**config.mk**
```make
export PLATFORM = sky130hd
export DESIGN_NAME = hw_load_unit
export DESIGN_NICKNAME = d
export VERILOG_FILES = /design/src/rtl/hw_load_unit.sv
export SDC_FILE = /design/constraint.sdc
export NUM_CORES = 1
export LEC_CHECK = 0
export BUFFER_PORTS_ARGS = -buffer_cell sky130_fd_sc_hd__buf_2
export CAP_MARGIN = 20
export CORE_ASPECT_RATIO = 1.5
export CORE_MARGIN = 2
export CORE_UTILIZATION = 45
export DETAILED_ROUTE_END_ITERATION = 10
export GPL_ROUTABILITY_DRIVEN = 0
export PLACE_DENSITY_LB_ADDON = 0.25
export SLEW_MARGIN = 5
export SYNTH_ARGS = -nofsm -noshare
export SYNTH_HDL_FRONTEND = slang
export SYNTH_SLANG_ARGS = --single-unit
export TNS_END_PERCENT = 50
```
**constraint.sdc**
```tcl
create_clock -name clk -period 2.87 [get_ports clk]
set_input_delay 0.1435 -clock clk [delete_from_list [all_inputs] [get_ports clk]]
set_output_delay 0.1435 -clock clk [all_outputs]
set_load 0.01 [all_outputs]
```
**src/rtl/hw_load_unit.sv**
```systemverilog
module hw_load_unit #(
  parameter int AREA_MODE = 0,
  parameter int XLEN      = 32,
  parameter int IMM_W     = 16,
  parameter int HALF_W    = 16,
  parameter int RIDX_W    = 5
) (
  input  logic              clk,
  input  logic              rst_n,
  input  logic              req_valid,
  output logic              req_ready,
  input  logic [XLEN-1:0]   req_base,
  input  logic [IMM_W-1:0]  req_imm,
  input  logic [RIDX_W-1:0] req_dst,
  input  logic              req_user,
  input  logic              req_virt,
  output logic [XLEN-1:0]   chk_addr,
  input  logic              tlb_hit,
  input  logic              zone_block,
  output logic              mem_rd_en,
  output logic [XLEN-1:0]   mem_addr,
  input  logic [HALF_W-1:0] mem_rdata,
  output logic              res_valid,
  input  logic              res_ready,
  output logic              res_wr_en,
  output logic [RIDX_W-1:0] res_dst,
  output logic [XLEN-1:0]   res_data,
  output logic              res_exc,
  output logic [4:0]        res_cause,
  output logic              res_s,
  output logic              res_w,
  output logic              res_diz,
  output logic [RIDX_W-1:0] res_rx,
  output logic              res_mode_wr,
  output logic              res_user,
  output logic              res_virt,
  output logic              res_user_sv,
  output logic              res_virt_sv
);
  localparam int LAT = (AREA_MODE == 1) ? 2 : 1;
  localparam logic [4:0] EC_TLB   = 5'b10010;
  localparam logic [4:0] EC_ZONE  = 5'b10000;
  localparam logic [4:0] EC_ALIGN = 5'b00001;

  logic              out_free;
  logic              ev_valid, ev_go;
  logic [XLEN-1:0]   ev_addr;
  logic [RIDX_W-1:0] ev_dst;
  logic              ev_user, ev_virt;
  logic [XLEN-1:0]   req_ea;

  assign out_free = !res_valid || res_ready;
  assign req_ea   = req_base + {{(XLEN-IMM_W){req_imm[IMM_W-1]}}, req_imm};

  generate
    if (LAT == 1) begin : g_lat1
      assign req_ready = out_free;
      assign ev_valid  = req_valid;
      assign ev_addr   = req_ea;
      assign ev_dst    = req_dst;
      assign ev_user   = req_user;
      assign ev_virt   = req_virt;
    end else begin : g_lat2
      logic              s1_v;
      logic [XLEN-1:0]   s1_addr;
      logic [RIDX_W-1:0] s1_dst;
      logic              s1_user, s1_virt;

      assign req_ready = !s1_v || out_free;

      always_ff @(posedge clk or negedge rst_n) begin
        if (!rst_n)                       s1_v <= 1'b0;
        else if (req_valid && req_ready)  s1_v <= 1'b1;
        else if (out_free)                s1_v <= 1'b0;
      end

      always_ff @(posedge clk) begin
        if (req_valid && req_ready) begin
          s1_addr <= req_ea;
          s1_dst  <= req_dst;
          s1_user <= req_user;
          s1_virt <= req_virt;
        end
      end

      assign ev_valid = s1_v;
      assign ev_addr  = s1_addr;
      assign ev_dst   = s1_dst;
      assign ev_user  = s1_user;
      assign ev_virt  = s1_virt;
    end
  endgenerate

  logic f_tlb, f_zone, f_align, fault;
  assign f_tlb   = ev_virt && !tlb_hit;
  assign f_zone  = !f_tlb && ev_user && ev_virt && zone_block;
  assign f_align = !f_tlb && !f_zone && ev_addr[0];
  assign fault   = f_tlb || f_zone || f_align;

  assign ev_go     = ev_valid && out_free;
  assign chk_addr  = ev_addr;
  assign mem_addr  = ev_addr;
  assign mem_rd_en = ev_go && !fault;

  logic [4:0] cause_n;
  always_comb begin
    cause_n = 5'b00000;
    if (f_tlb)        cause_n = EC_TLB;
    else if (f_zone)  cause_n = EC_ZONE;
    else if (f_align) cause_n = EC_ALIGN;
  end

  always_ff @(posedge clk or negedge rst_n) begin
    if (!rst_n)         res_valid <= 1'b0;
    else if (ev_go)     res_valid <= 1'b1;
    else if (res_ready) res_valid <= 1'b0;
  end

  always_ff @(posedge clk) begin
    if (ev_go) begin
      res_wr_en   <= !fault;
      res_dst     <= ev_dst;
      res_data    <= fault ? '0 : {{(XLEN-HALF_W){1'b0}}, mem_rdata};
      res_exc     <= fault;
      res_cause   <= cause_n;
      res_diz     <= f_zone;
      res_rx      <= f_align ? ev_dst : '0;
      res_mode_wr <= f_tlb || f_zone;
      res_user    <= (f_tlb || f_zone) ? 1'b0 : ev_user;
      res_virt    <= (f_tlb || f_zone) ? 1'b0 : ev_virt;
      res_user_sv <= (f_tlb || f_zone) ? ev_user : 1'b0;
      res_virt_sv <= (f_tlb || f_zone) ? ev_virt : 1'b0;
    end
  end

  assign res_s = 1'b0;
  assign res_w = 1'b0;
endmodule


```
# Yosys cells after proc, flatten, opt, wreduce, memory -nomap -nowiden
# Cells that the tools add are included.
# word_totals
latch_bits	0
ramBits	0
register_bits	56
mem_count	0
mem_bits_ro	0
wordCells	37
# op_classes
n_reduce_logical	18
magnitude_cmp	0
shift	0
n_mux	3
n_eq_ne	0
add_sub_neg	1
bitwise_logic	0
div_mod_pow	0
mul	0
# ops
operator	count
adder 32 bit	1
logical AND 1 bit	8
logical NOT 1 bit	5
logical OR 1 bit	3
two-way mux 1 bit	3
nonzero test 2 bit	1
OR reduction 2 bit	1

# Logic depth before layout (Yosys ltp)
# logic_depth
word_depth	12
ltp_mapped	10
ltp_nobuf	9

# Worst setup path after synthesis
# Ideal clock, no wire load.
# synth_path
path_kind	input to output
startpoint	input port req_base[0]
endpoint	output port mem_addr[28]
path_slack_ps	251
n_path_buf	1
arrival_time_ps	2475
path_stages	10
path_cell_list	ha_1 > fa_1 > a211oi_1 > o211ai_1 > a41o_1 > a21oi_1 > nor3b_1 > a21oi_1 > mux2i_1 > buf_4
# synth_via
elab_chain_len	1
# synth_lines
item	line	source
from (decl)	12	input logic [XLEN-1:0] req_base,
adder 32 bit	53	assign req_ea = req_base + {{(XLEN-IMM_W){req_imm[IMM_W-1]}}, req_imm};
to (decl)	21	output logic [XLEN-1:0] mem_addr,
# Every way passes these cells.

# Final worst setup path
# layout_path
startpoint	input port req_base[0]
endpoint	output port mem_addr[26]
# Same word-level chain as after synthesis.

==> reports/results.txt <==
status -> finished, final reports clean
P_leak -> 2.154 nW
uppermost layer routed -> met4
synth unique cells -> 49
area taken by multi-input logic gates -> 1957 um^2
Req. time, crit path -> 2.73 ns
final instance area -> 4387 um^2
final setup violation count -> 0
Starting Density -> 0.4581
gr usage total -> 0.2011
share of power burned in registers -> 0.299
H-tree depth -> 2
Layout Cells excl Fill -> 626
Initial DRT Pass Iterations -> 4
fin nets -> 632
Vias -> 3188
clk_skew -> 0.003239 ns
IO buf count -> 180
Post-Syn Area -> 3465 um^2
Slew Viols, Final -> 0
vias per cell -> 5.093
total clock sinks -> 38
Syn Inst Count -> 373
sink of the worst hold path -> res_dst[4]
Sw Share -> 0.3335
Area Growth Syn to Fin -> 26.62%
total global routing overflow -> 0
Reg2Reg Depth -> 3
Ports -> 201
R2R setup slack -> 1.50 ns
Yosys top cell by area -> edfxtp_1
R2R Path End -> res_data[10]
post-synthesis sequential area ratio -> 0.3279
Post-Place Cells -> 616
top cell type's share of synthesized area -> 0.3207
Hold Path Depth -> 1
Wirelength per Cell -> 13.88 um
Pint -> 1.476 mW
WL met2 -> 4.599 mm
worst skew pair latency -> 0.28 ns
setup TNS -> 0 ns
max-cap viol count -> 0
final worst-path cycle share -> 0.9186
DRC viols -> 0
Hold Worst Slack -> 0.05257 ns
Cell Rows -> 39
Pwr Density -> 504.8 nW/um^2
Reg clk slew, reported paths -> 0.05 ns
register bit total from synthesis -> 38
clk root buf -> clkbuf_16
Die W -> 75.64 um
Clk network pwr share -> 0.286
Worst VDD drop -> 0.2488 mV
antenna-violating nets left -> 0
Max Clk Rate -> 0.3793 GHz
Net Sw Power -> 738.4 uW
reg-to-reg startpoint -> res_valid
CP Capture Type -> output pin
placed wire-length estimate -> 7.154 mm
top post-synthesis cells by area -> edfxtp_1 (32%), buf_4 (11%), ha_1 (11%)
Iter 0 DRT Violations -> 141
TritonCTS clock tree -> built
wl on met1 -> 3.326 mm
number of global-route vias before repair -> 3009
antenna cells -> 0
hold path start -> req_dst[4]
routed wire length -> 8.688 mm
share of cells above drive strength 1 -> 0.4008
final total power -> 2.214 mW
Die H -> 111.5 um
initial antenna violation count -> 0
Tmin final -> 2.636 ns
placed cell area -> 4169 um^2
CTS Buf Count -> 5
EDFF count, synth -> 37
Async SR Flop Fraction -> 0.02632
first-pass GRT wire length -> 13.58 mm
Crit Path Max Fanout -> 4
Filler Cells Inserted -> 675
Final Hold Fails -> 0
Core ar. -> 7564 um^2
CP Class -> input port to output pin
largest net degree at the start of global routing -> 39
Startpoint Class -> input port
RSZ-0062 raised after global routing -> false
Yosys warnings -> 0
Hold Crit Class -> input port to flip-flop
Die Area -> 8431 um^2
post-synthesis area per instance -> 9.288 um^2
CP arrival -> 2.49 ns
met3 WL post-DR -> 577 um
Combinational Power Share -> 0.415
sequential cell area -> 1136 um^2
ys flop type -> edfxtp_1
worst-case clock buffer depth -> 2
## power groups by stage
stage          Sequential (mW)  Combinational, mW  Clock, mW
2_1_floorplan            0.694              0.676          0
3_3_place_gp             0.672              0.904          0
3_5_place_dp             0.673              0.910          0
4_1_cts                  0.662              0.916      0.643
5_1_grt                  0.665               1.02      0.663
6_report                 0.661              0.920      0.633
## how the worst max path moves through the flow
stage	from	endpoint	slack [ns]	cells after the start
floorplan	req_base[0]	mem_addr[28]	0.25	10
global placement	req_base[0]	chk_addr[28]	0.12	11
detailed placement	req_base[0]	chk_addr[28]	0.10	11
CTS	req_base[0]	chk_addr[28]	0.08	11
global route	req_base[0]	mem_addr[26]	0.01	12
finish	req_base[0]	mem_addr[26]	0.23	12
## flip-flops by register name, indices dropped and copies added (netlist names)
name,cells
res_valid,1
res_mode_wr,1
res_exc,1
res_virt,1
res_user_sv,1
res_wr_en,1
res_rx,5
res_cause,3
res_user,1
res_diz,1
res_dst,5
res_data,16
res_virt_sv,1
## layout make-up
class / count / area share
Multi-Input combinational cell: 283 / 0.4461
Clock buffer: 7 / 0.03252
Clock inverter: 1 / 0.006845
Timing Repair Buffer: 189 / 0.2213
Inverter: 6 / 0.005134
Tap cell: 102 / 0.02909
Sequential cell: 38 / 0.2590
## cells in the final DEF, fill, tap and decap left out, types with 5 or more instances in the layout
cell         n
and3_1      10
conb_1      20
buf_4        8
nand4_1      7
ha_1        31
and2_1      24
nand3_1     11
edfxtp_1    37
buf_2      180
xor2_1      11
a21oi_1     31
nand2_1     21
nor2_1      20
inv_1        6
clkbuf_16    5
a21o_1      10
o21ai_0     18
xnor2_1     19
## cell families (layout without fill, tap and decap cells)
logic type	Yosys count	in the layout	synth area share
other cells	1	20	0.001082
flops	38	38	0.3279
compound gates	91	91	0.1690
fa+ha+maj	32	32	0.1177
buf+inv	71	203	0.1358
mux	1	1	0.002889
simple gates	109	109	0.1697
xor+xnor	30	30	0.07584
## layer usage
| metal | vias to the layer above | GRT usage |
|---|---|---|
| met5 | - | 0 |
| met4 | 0 | 0.05848 |
| met3 | 16 | 0.03801 |
| met2 | 145 | 0.3704 |
| met1 | 1452 | 0.2247 |
| li1 | 1575 | - |
## cells in the mapped netlist, drive strengths merged (4+ instances only)
| cell | n |
|---|---|
| o21bai | 4 |
| nor2 | 20 |
| and3 | 10 |
| buf | 56 |
| xnor2 | 19 |
| edfxtp | 37 |
| a21o | 11 |
| and2 | 24 |
| nand2 | 24 |
| nand3 | 11 |
| a21oi | 35 |
| nand4 | 7 |
| nor2b | 4 |
| ha | 31 |
| clkbuf | 9 |
| o21ai | 18 |
| xor2 | 11 |
| inv | 6 |
## worst max-delay path, cell delays in order
cell      delay (ns)
buf_2           0.10
ha_1            0.21
fa_1            0.45
a211oi_2        0.25
o21bai_1        0.12
a21oi_2         0.16
buf_4           0.14
o311ai_2        0.10
nor3_2          0.31
o21ai_0         0.17
xor2_1          0.17
buf_2           0.15
## per-stage QoR
step / worst slack, ns / util
2_1_floorplan: 0.2511 / -
3_3_place_gp: 0.1249 / 0.5512
3_5_place_dp: 0.1045 / 0.5512
4_1_cts: 0.08348 / 0.5754
5_1_grt: 0.01341 / 0.5800
6_report: 0.2337 / 0.5800
## what timing repair did
item                       4_1_cts  5_1_grt
hold buffers                     1        0
setup endpoints to repair        0       16
hold endpoints to repair         1        0
gates resized for setup          0        6
setup buffers                    0        1
No activity file was read; power rests on OpenSTA's default activity.
